[src/rtl/cec_pkg.sv]
package cec_pkg;

  typedef enum logic [1:0] {
    ACC_ERR = 2'd0,
    ACC_RO  = 2'd1,
    ACC_RW  = 2'd2
  } accModeT;

  // strobes from the control to the datapath
  typedef struct packed {
    logic clrEn;   // apply write data as a clear mask
    logic rdEn;    // capture the enable vector as read data
    logic respEn;  // load the read data register
  } dpStrobeT;

  localparam int unsigned REG_W   = 32;
  localparam int unsigned MAX_EVT = 31;

endpackage

[src/rtl/cec_ctrl.sv]
module cec_ctrl
  import cec_pkg::*;
#(
  parameter int unsigned ADDR_W     = 12,
  parameter logic [ADDR_W-1:0] REG_OFFSET = 12'hC20
) (
  input  logic              clk,
  input  logic              rstDbgN,
  input  logic              busSel,
  input  logic              busWrite,
  input  logic [ADDR_W-1:0] busAddr,
  input  logic              powerOn,
  input  logic              dblLock,
  input  logic              osLock,
  input  logic              extAllowed,
  input  logic              swLock,
  output dpStrobeT          strb,
  output logic              respValid,
  output logic              respErr
);

  accModeT accMode;
  logic    addrHit;
  logic    gateOpen;

  assign gateOpen = powerOn && !dblLock && !osLock && extAllowed;
  assign addrHit  = busSel && (busAddr == REG_OFFSET);

  always_comb begin
    if (!gateOpen)   accMode = ACC_ERR;
    else if (swLock) accMode = ACC_RO;
    else             accMode = ACC_RW;
  end

  always_comb begin
    strb        = '0;
    strb.respEn = addrHit;
    strb.clrEn  = addrHit && busWrite && (accMode == ACC_RW);
    strb.rdEn   = addrHit && !busWrite && (accMode != ACC_ERR);
  end

  always_ff @(posedge clk or negedge rstDbgN) begin
    if (!rstDbgN) begin
      respValid <= 1'b0;
      respErr   <= 1'b0;
    end else begin
      respValid <= addrHit;
      respErr   <= addrHit && (accMode == ACC_ERR);
    end
  end


  gate_err_chk: assert property (@(posedge clk) disable iff (!rstDbgN)
    (busSel && busAddr == REG_OFFSET && (!powerOn || dblLock || osLock || !extAllowed))
      |=> (respValid && respErr));


  ro_no_err_chk: assert property (@(posedge clk) disable iff (!rstDbgN)
    (busSel && busAddr == REG_OFFSET && powerOn && !dblLock && !osLock && extAllowed && swLock)
      |=> (respValid && !respErr));


  miss_no_resp_chk: assert property (@(posedge clk) disable iff (!rstDbgN)
    (!busSel || busAddr != REG_OFFSET) |=> !respValid);


  ro_no_clear_chk: assert property (@(posedge clk) disable iff (!rstDbgN)
    swLock |-> !strb.clrEn);

endmodule

[src/rtl/cec_datapath.sv]
module cec_datapath
  import cec_pkg::*;
#(
  parameter int unsigned EVT_COUNT = 31
) (
  input  logic             clk,
  input  logic             rstCoreN,
  input  logic             rstDbgN,
  input  dpStrobeT         strb,
  input  logic [REG_W-1:0] wdata,
  input  logic             setPulse,
  input  logic [REG_W-1:0] setMask,
  output logic [REG_W-1:0] enReg,
  output logic [REG_W-1:0] respData
);

  localparam int unsigned EVT_N = (EVT_COUNT > MAX_EVT) ? MAX_EVT : EVT_COUNT;
  localparam logic [MAX_EVT-1:0] EVT_MASK = MAX_EVT'((64'(1) << EVT_N) - 64'(1));
  localparam logic [REG_W-1:0] IMPL_MASK = {1'b1, EVT_MASK};

  for (genvar i = 0; i < REG_W; i++) begin : g_bit
    if (IMPL_MASK[i]) begin : g_impl
      logic bitQ;
      always_ff @(posedge clk or negedge rstCoreN) begin
        if (!rstCoreN)                     bitQ <= 1'b0;
        else if (strb.clrEn && wdata[i])   bitQ <= 1'b0;
        else if (setPulse && setMask[i])   bitQ <= 1'b1;
      end
      assign enReg[i] = bitQ;
    end else begin : g_raz
      assign enReg[i] = 1'b0;
    end
  end

  always_ff @(posedge clk or negedge rstDbgN) begin
    if (!rstDbgN)          respData <= '0;
    else if (strb.respEn)  respData <= strb.rdEn ? enReg : '0;
  end


  clear_chk: assert property (@(posedge clk) disable iff (!rstCoreN)
    strb.clrEn |=> ((enReg & $past(wdata)) == '0));


  set_chk: assert property (@(posedge clk) disable iff (!rstCoreN)
    (setPulse && !strb.clrEn) |=> ((enReg & $past(setMask & IMPL_MASK)) == $past(setMask & IMPL_MASK)));


  hold_chk: assert property (@(posedge clk) disable iff (!rstCoreN)
    (!strb.clrEn && !setPulse) |=> $stable(enReg));


  read_chk: assert property (@(posedge clk) disable iff (!rstCoreN || !rstDbgN)
    strb.rdEn |=> (respData == $past(enReg)));

endmodule

[src/rtl/cnt_enable_clear.sv]
module cnt_enable_clear
  import cec_pkg::*;
#(
  parameter int unsigned EVT_COUNT  = 31,
  parameter int unsigned ADDR_W     = 12,
  parameter logic [ADDR_W-1:0] REG_OFFSET = 12'hC20
) (
  input  logic              clk,
  input  logic              rstCoreN,
  input  logic              rstDbgN,
  input  logic              busSel,
  input  logic              busWrite,
  input  logic [ADDR_W-1:0] busAddr,
  input  logic [31:0]       busWdata,
  output logic              respValid,
  output logic              respErr,
  output logic [31:0]       respData,
  input  logic              powerOn,
  input  logic              dblLock,
  input  logic              osLock,
  input  logic              extAllowed,
  input  logic              swLock,
  input  logic              setPulse,
  input  logic [31:0]       setMask,
  output logic [31:0]       cntEnable
);

  dpStrobeT strb;

  cec_ctrl #(
    .ADDR_W     (ADDR_W),
    .REG_OFFSET (REG_OFFSET)
  ) u_ctrl (
    .clk        (clk),
    .rstDbgN    (rstDbgN),
    .busSel     (busSel),
    .busWrite   (busWrite),
    .busAddr    (busAddr),
    .powerOn    (powerOn),
    .dblLock    (dblLock),
    .osLock     (osLock),
    .extAllowed (extAllowed),
    .swLock     (swLock),
    .strb       (strb),
    .respValid  (respValid),
    .respErr    (respErr)
  );

  cec_datapath #(
    .EVT_COUNT (EVT_COUNT)
  ) u_dp (
    .clk      (clk),
    .rstCoreN (rstCoreN),
    .rstDbgN  (rstDbgN),
    .strb     (strb),
    .wdata    (busWdata),
    .setPulse (setPulse),
    .setMask  (setMask),
    .enReg    (cntEnable),
    .respData (respData)
  );

endmodule

[config.mk]
export PLATFORM = sky130hd
export DESIGN_NAME = cnt_enable_clear
export DESIGN_NICKNAME = d
export VERILOG_FILES = /design/src/rtl/cec_pkg.sv /design/src/rtl/cec_ctrl.sv /design/src/rtl/cec_datapath.sv /design/src/rtl/cnt_enable_clear.sv
export SDC_FILE = /design/constraint.sdc
export NUM_CORES = 1
export LEC_CHECK = 0
export CORE_MARGIN = 2
export CORE_UTILIZATION = 37
export CTS_CLUSTER_SIZE = 14
export DETAILED_ROUTE_END_ITERATION = 6
export PLACE_DENSITY = 0.74
export SLEW_MARGIN = 20
export SYNTH_ARGS = -nofsm -noshare
export SYNTH_HDL_FRONTEND = slang
export SYNTH_SLANG_ARGS = --single-unit
[constraint.sdc]
create_clock -name clk -period 0.8 [get_ports clk]
set_input_delay 0.08 -clock clk [delete_from_list [all_inputs] [get_ports clk]]
set_output_delay 0.08 -clock clk [all_outputs]
set_load 0.01 [all_outputs]
==> qor.txt, run 1 <==
category of the critical setup timing path = primary input to flip-flop
Fin Hold WS = 0.226 ns
reg2reg start = u_dp.g_bit[5].g_impl.bitQ
required time of the critical path = 1.01 ns
RSZ-0062 raised after global routing = yes
TritonCTS clock tree = built
cell leakage power = 2.43 nW
final sum of negative setup slack = -45.15 ns
Max Transition Viols Final = 0
CTS buffer count = 9
routed via count divided by cell count = 5.26
main combinational cell family by area after synthesis = compound AO/OA/AOI/OAI gates
Std-Cell Core Area = 8220 µm²
Arr. time, crit path = 1.61 ns
fillers = 612
number of maximum-capacitance violations = 0
number of DRC violations after detailed routing = 0
Detailed Route WL = 11.1 mm
result of the run = finished, violations left
number of standard cells after synthesis = 261
post-DR wirelength/cell = 19.5 µm
global-route congestion overflow total = 0
global-route wire length before repair = 16.3 mm
CTS H-tree lvls = 3
Synth Area per Inst = 12.0 µm²
Routability Congestion = 0.755
worst-margin pin slew = 0.294 ns
area fraction in and, or, nand and nor cells after synthesis = 0.104
routed vias = 2998
# clock sinks = 66
max frequency = 710 MHz
origin of the worst setup path = busAddr[8]
final period utilization = 1.76
hold crit path type = primary input to async pin
complex-gate fraction of the synthesized area = 0.140
# rows = 33
Max rail drop VDD = 0.000855 V
adder-cell share of the synthesized area = 0
number of nets with antenna violations after detailed routing = 0
Detail Placement HPWL = 6.55 mm
Slew HR = 0.804
total nets after synthesis = 348
Synth warnings = 0
multiplexer share of the synthesized area = 0.115
Final WS setup = -0.608 ns
post-layout min period = 1.41 ns
Total Power Consumption = 6.81 mW
combined global-route utilization of all metal layers = 0.236
Total Die Area = 9250 µm²
placed cells = 483
Die Y-Extent = 96.2 µm
power density over the cells = 1200 nW/µm²
Worst Setup Start Kind = primary input
die extent in x = 96.2 µm
Clk pin slew, worst setup/hold paths = 0.08 ns
maximum fanout along the worst path = 7
kind of capture point of the worst setup path = flip-flop
number of antenna violations at the first check in global routing = 0
commonest non-fill, non-tap cell in the layout = buf_4
setup clock skew after layout = 0.0161 ns
final antenna diode count = 0
XOR/XNOR share of the synthesized area = 0
share of layout cells above drive strength 1 = 0.529
PortBufs = 152
iteration-0 DRC count of the detailed router = 106
I/O pin count = 153
vias in the first global route = 3173
number of register bits inferred by synthesis = 66
failing checks = negative setup slack
drt first pass iters = 4
Post-Syn Area = 3140 µm²
Clk Latency, worst-skew pair = 0.33 ns
part of the Yosys area used for sequential elements = 0.525
Clock Root Buffer = clkbuf_8
number of library cell types mapped by synthesis = 19
Post-layout nets = 548
number of endpoints failing setup at the final stage = 132
area growth from synthesis to layout = 81.1%
number of cells in the finished layout apart from fillers = 570
endpoints failing hold = 0
effective utilization at floorplan = 0.383
number of buffers on the longest clock path = 2
pin count of the biggest net entering global routing = 35
end-of-flow core utilization = 0.693
most frequent cells in the layout = buf_4, clkdlybuf4s50_1, dfrtp_1
[synth_stat cells (all sizes together)]
cell type	n	area share
a21oi	32	0.051
a41oi	32	0.089
and2	1	0.0020
buf	39	0.093
clkbuf	19	0.023
dfrtp	66	0.53
mux2	32	0.11
nand2b	1	0.0020
nand4b	1	0.0028
nand4bb	1	0.0036
nor2b	1	0.0020
nor3b	32	0.076
nor4	1	0.0068
nor4bb	1	0.0032
or3	1	0.0020
or4	1	0.0036
[worst max-delay path, stage by stage]
cell and delay (ns):
buf_6 0.09, or4_4 0.53, nor4_4 0.19, buf_4 0.17, buf_12 0.12, buf_16 0.13, mux2_4 0.30
[through the flow]
| stage | setup slack [ns] | cell area [µm²] |
|---|---|---|
| 3_3_place_gp | -1.22 | 4700 |
| 6_report | -0.608 | 5690 |
| 2_1_floorplan | -0.728 | 3170 |
| 3_5_place_dp | -1.27 | 4700 |
| 4_1_cts | -0.693 | 5340 |
| 5_1_grt | -0.623 | 5690 |
[timing repair]
item	CTS	global route
endpoints found under the setup margin	132	132
resized for setup	331	49
buffers inserted	47	17
hold buffers	2	0
pin swaps	9	18
hold endpoints to repair	66	0
cloned	7	1
[layout make-up]
cell class	count	area, µm²	share of cell area
repair buffers	247	2230	0.392
multi-input cells	137	1490	0.262
flip-flops and latches	66	1650	0.290
clock buffers	12	145	0.0255
clock inverters	3	40.0	0.00704
well taps	105	131	0.0231
[cells by family (layout without fill, tap and decap cells)]
logic type,after synthesis,after routing
AO/OA/AOI/OAI,64,64
multiplexers,32,32
flip-flops,66,66
AND/OR/NAND/NOR,41,41
buffers and inverters,58,262
[state kept, by name, indices dropped and copies added (netlist names)]
signal / flops
u_dp.g_bit.g_impl.bitQ: 32
u_dp.respData: 32
u_ctrl.respErr: 1
u_ctrl.respValid: 1
[where the power goes]
part / internal, mW / leakage [nW] / switching, mW
registers: 3.34 / 0.755 / 0.000324
clock network: 1.50 / 0.0962 / 1.21
logic: 0.448 / 1.58 / 0.318
[layer usage]
| metal | up-vias | global-route usage | routed length, µm | share of wire |
|---|---|---|---|---|
| li1 | 1343 | - | - | - |
| met2 | 116 | 0.410 | 5680 | 0.51 |
| met4 | 0 | 0.0893 | 257 | 0.023 |
| met1 | 1516 | 0.292 | 4520 | 0.41 |
| met3 | 23 | 0.0415 | 675 | 0.061 |
| met5 | - | 0 | 0 | 0 |
[worst paths after layout]
kind                       slack, ns  cells after the start                    endpoint
max                            -0.61                      7           u_dp.respData[11]
min                             0.23                      3  u_dp.g_bit[19].g_impl.bitQ
max reg2reg                    -0.25                      3            u_dp.respData[5]
min reg2reg                     0.51                      1           u_dp.respData[29]
max in group asynchronous       0.35                      3           u_dp.respData[27]
min in group clk                0.33                      2  u_dp.g_bit[22].g_impl.bitQ
(Power assumes the default switching activity.)
==> run 2, diff against run 1 <==
--- a/config.mk
+++ b/config.mk
@@ -5,6 +5,7 @@
 export SDC_FILE = /design/constraint.sdc
 export NUM_CORES = 1
 export LEC_CHECK = 0
+export CORE_ASPECT_RATIO = 0.8
 export CORE_MARGIN = 2
 export CORE_UTILIZATION = 37
 export CTS_CLUSTER_SIZE = 14
==> run 2 against run 1 <==
Compared with the run above:
- the run still ends with negative setup slack left
- combinational power fell by 0.9%
- die area about the same
- clock-buffer cell count fell by 2
- global-route usage increased by 1.0 points
==> qor.txt, run 2 (synthesis results as in run 1) <==
result of the run = finished, violations left
failing checks = negative setup slack
Post-layout nets = 537
Die Y-Extent = 86.4 µm
commonest non-fill, non-tap cell in the layout = clkdlybuf4s50_1
PortBufs = 152
Sequential Area = 1650 µm²
pin count of the biggest net entering global routing = 35
Detailed Route WL = 11.3 mm
# rows = 30
global-route congestion overflow total = 0
area taken by multi-input logic gates = 1480 µm²
net switching share of the total power = 0.233
number of endpoints failing setup at the final stage = 132
power share of the sequential group = 0.462
Clk Latency, worst-skew pair = 0.34 ns
maximum fanout along the worst path = 5
Internal Power = 5.54 mW
cell leakage power = 2.40 nW
CTS H-tree lvls = 3
number of cells in the finished layout apart from fillers = 567
reg2reg start = u_dp.g_bit[1].g_impl.bitQ
switching component of the power = 1.68 mW
post-layout min period = 1.40 ns
Worst Setup Start Kind = primary input
number of maximum-capacitance violations = 0
dominant cell type by count on the critical path = buf_8
delay of the slowest critical-path stage = 0.53 ns
Comb pwr share = 0.105
global-route wire length before repair = 17.3 mm
hold crit path type = primary input to async pin
power density over the cells = 1270 nW/µm²
final antenna diode count = 0
CTS buffer count = 9
placed cells = 489
Fin Hold WS = 0.225 ns
worst-margin pin slew = 0.264 ns
Std-Cell Core Area = 8370 µm²
vias in the first global route = 3143
drt first pass iters = 4
number of buffers on the longest clock path = 2
setup clock skew after layout = 0.0104 ns
Detail Placement HPWL = 6.12 mm
number of DRC violations after detailed routing = 0
post-DR wirelength/cell = 19.9 µm
endpoint of the most critical register-to-register path = u_dp.respData[1]
count of cells along the worst register-to-register path = 3
cell breakdown of the critical path = clkbuf_2 -> or4_4 -> nor4_4 -> buf_6 -> buf_12 -> buf_8 -> buf_16 -> buf_8 -> a41oi_2
max frequency = 715 MHz
endpoints failing hold = 0
final period utilization = 1.75
slack of the worst reg-to-reg path = -0.27 ns
Clock Root Buffer = clkbuf_8
effective utilization at floorplan = 0.375
iteration-0 DRC count of the detailed router = 85
number of nets with antenna violations after detailed routing = 0
largest delay contributor family on the critical path = buffers and inverters
most frequent cells in the layout = clkdlybuf4s50_1, dfrtp_1, buf_4
# clock sinks = 66
kind of capture point of the worst setup path = flip-flop
area growth from synthesis to layout = 80.7%
fillers = 624
WP buf/inv = 6
die extent in x = 107 µm
Arr. time, crit path = 1.61 ns
fraction of power consumed by the clock network = 0.433
Routability Congestion = 0.748
category of the critical setup timing path = primary input to flip-flop
Clk pin slew, worst setup/hold paths = 0.08 ns
Max rail drop VDD = 0.000877 V
RSZ-0062 raised after global routing = yes
combined global-route utilization of all metal layers = 0.247
Final WS setup = -0.598 ns
worst-path cell with the longest stage delay = or4_4
number of antenna violations at the first check in global routing = 0
routed vias = 2969
Total Die Area = 9250 µm²
Slew HR = 0.824
routed via count divided by cell count = 5.24
top flop regs = u_dp.g_bit.g_impl.bitQ x32, u_dp.respData x32
I/O pin count = 153
TritonCTS clock tree = built
Max Transition Viols Final = 0
share of layout cells above drive strength 1 = 0.521
required time of the critical path = 1.01 ns
-- run 2: layout make-up --
cell class,count,area share
well taps,112,0.0247
clock buffers,10,0.0225
multi-input cells,137,0.260
repair buffers,236,0.386
flip-flops and latches,66,0.291
clock inverters,6,0.0161
-- run 2: power groups by stage --
stage | combinational [mW] | sequential, mW | clock (mW)
floorplan | 0.119 | 3.40 | 0
global placement | 0.713 | 3.40 | 0
detailed placement | 0.727 | 3.40 | 0
CTS | 0.761 | 3.33 | 3.17
global route | 0.810 | 3.33 | 3.32
finish | 0.759 | 3.33 | 3.12
-- run 2: per-layer routing --
layer / track usage / vias up / wire length [µm]
met5: 0 / - / 0
met4: 0.0579 / 0 / 191
met3: 0.0609 / 17 / 542
met2: 0.431 / 100 / 5730
met1: 0.310 / 1528 / 4850
li1: - / 1324 / -
-- run 2: timing repair --
| action | in CTS | in global routing |
|---|---|---|
| hold endpoints to repair | 66 | 0 |
| pin swaps | 26 | 11 |
| resized for setup | 361 | 23 |
| setup endpoints to repair | 132 | 132 |
| hold buffers | 2 | 0 |
| cloned | 7 | 0 |
| buffers inserted | 47 | 9 |
-- run 2: per-stage QoR --
step / area, µm² / utilization / setup TNS, ns / power [mW] / worst slack (ns)
after CTS: 5630 / 0.673 / -53.54 / 7.27 / -0.737
after global routing: 5680 / 0.679 / -47.51 / 7.46 / -0.611
after floorplan: 3170 / - / -41.33 / 3.52 / -0.728
after detailed placement: 4730 / 0.565 / -89.30 / 4.13 / -1.25
after global placement: 4730 / 0.565 / -87.57 / 4.11 / -1.22
final: 5680 / 0.679 / -44.47 / 7.22 / -0.598
-- run 2: how the worst max path moves through the flow --
| stage | start | end | depth (start not counted) |
|---|---|---|---|
| global placement | busAddr[7] | u_dp.respData[20] | 5 |
| CTS | busAddr[8] | u_dp.respData[1] | 8 |
| detailed placement | busAddr[7] | u_dp.respData[29] | 5 |
| finish | busAddr[7] | u_dp.g_bit[12].g_impl.bitQ | 9 |
| global route | busAddr[7] | u_dp.g_bit[8].g_impl.bitQ | 9 |
| floorplan | busAddr[7] | u_dp.respData[10] | 5 |
-- run 2: worst reg2reg max path: cells and delay by family, from the launching register on --
kind,cells,cell delay (ns)
DFF,1,0.41
muxes,1,0.27
buffers and inverters,1,0.15
and+or+nand+nor,1,0.14
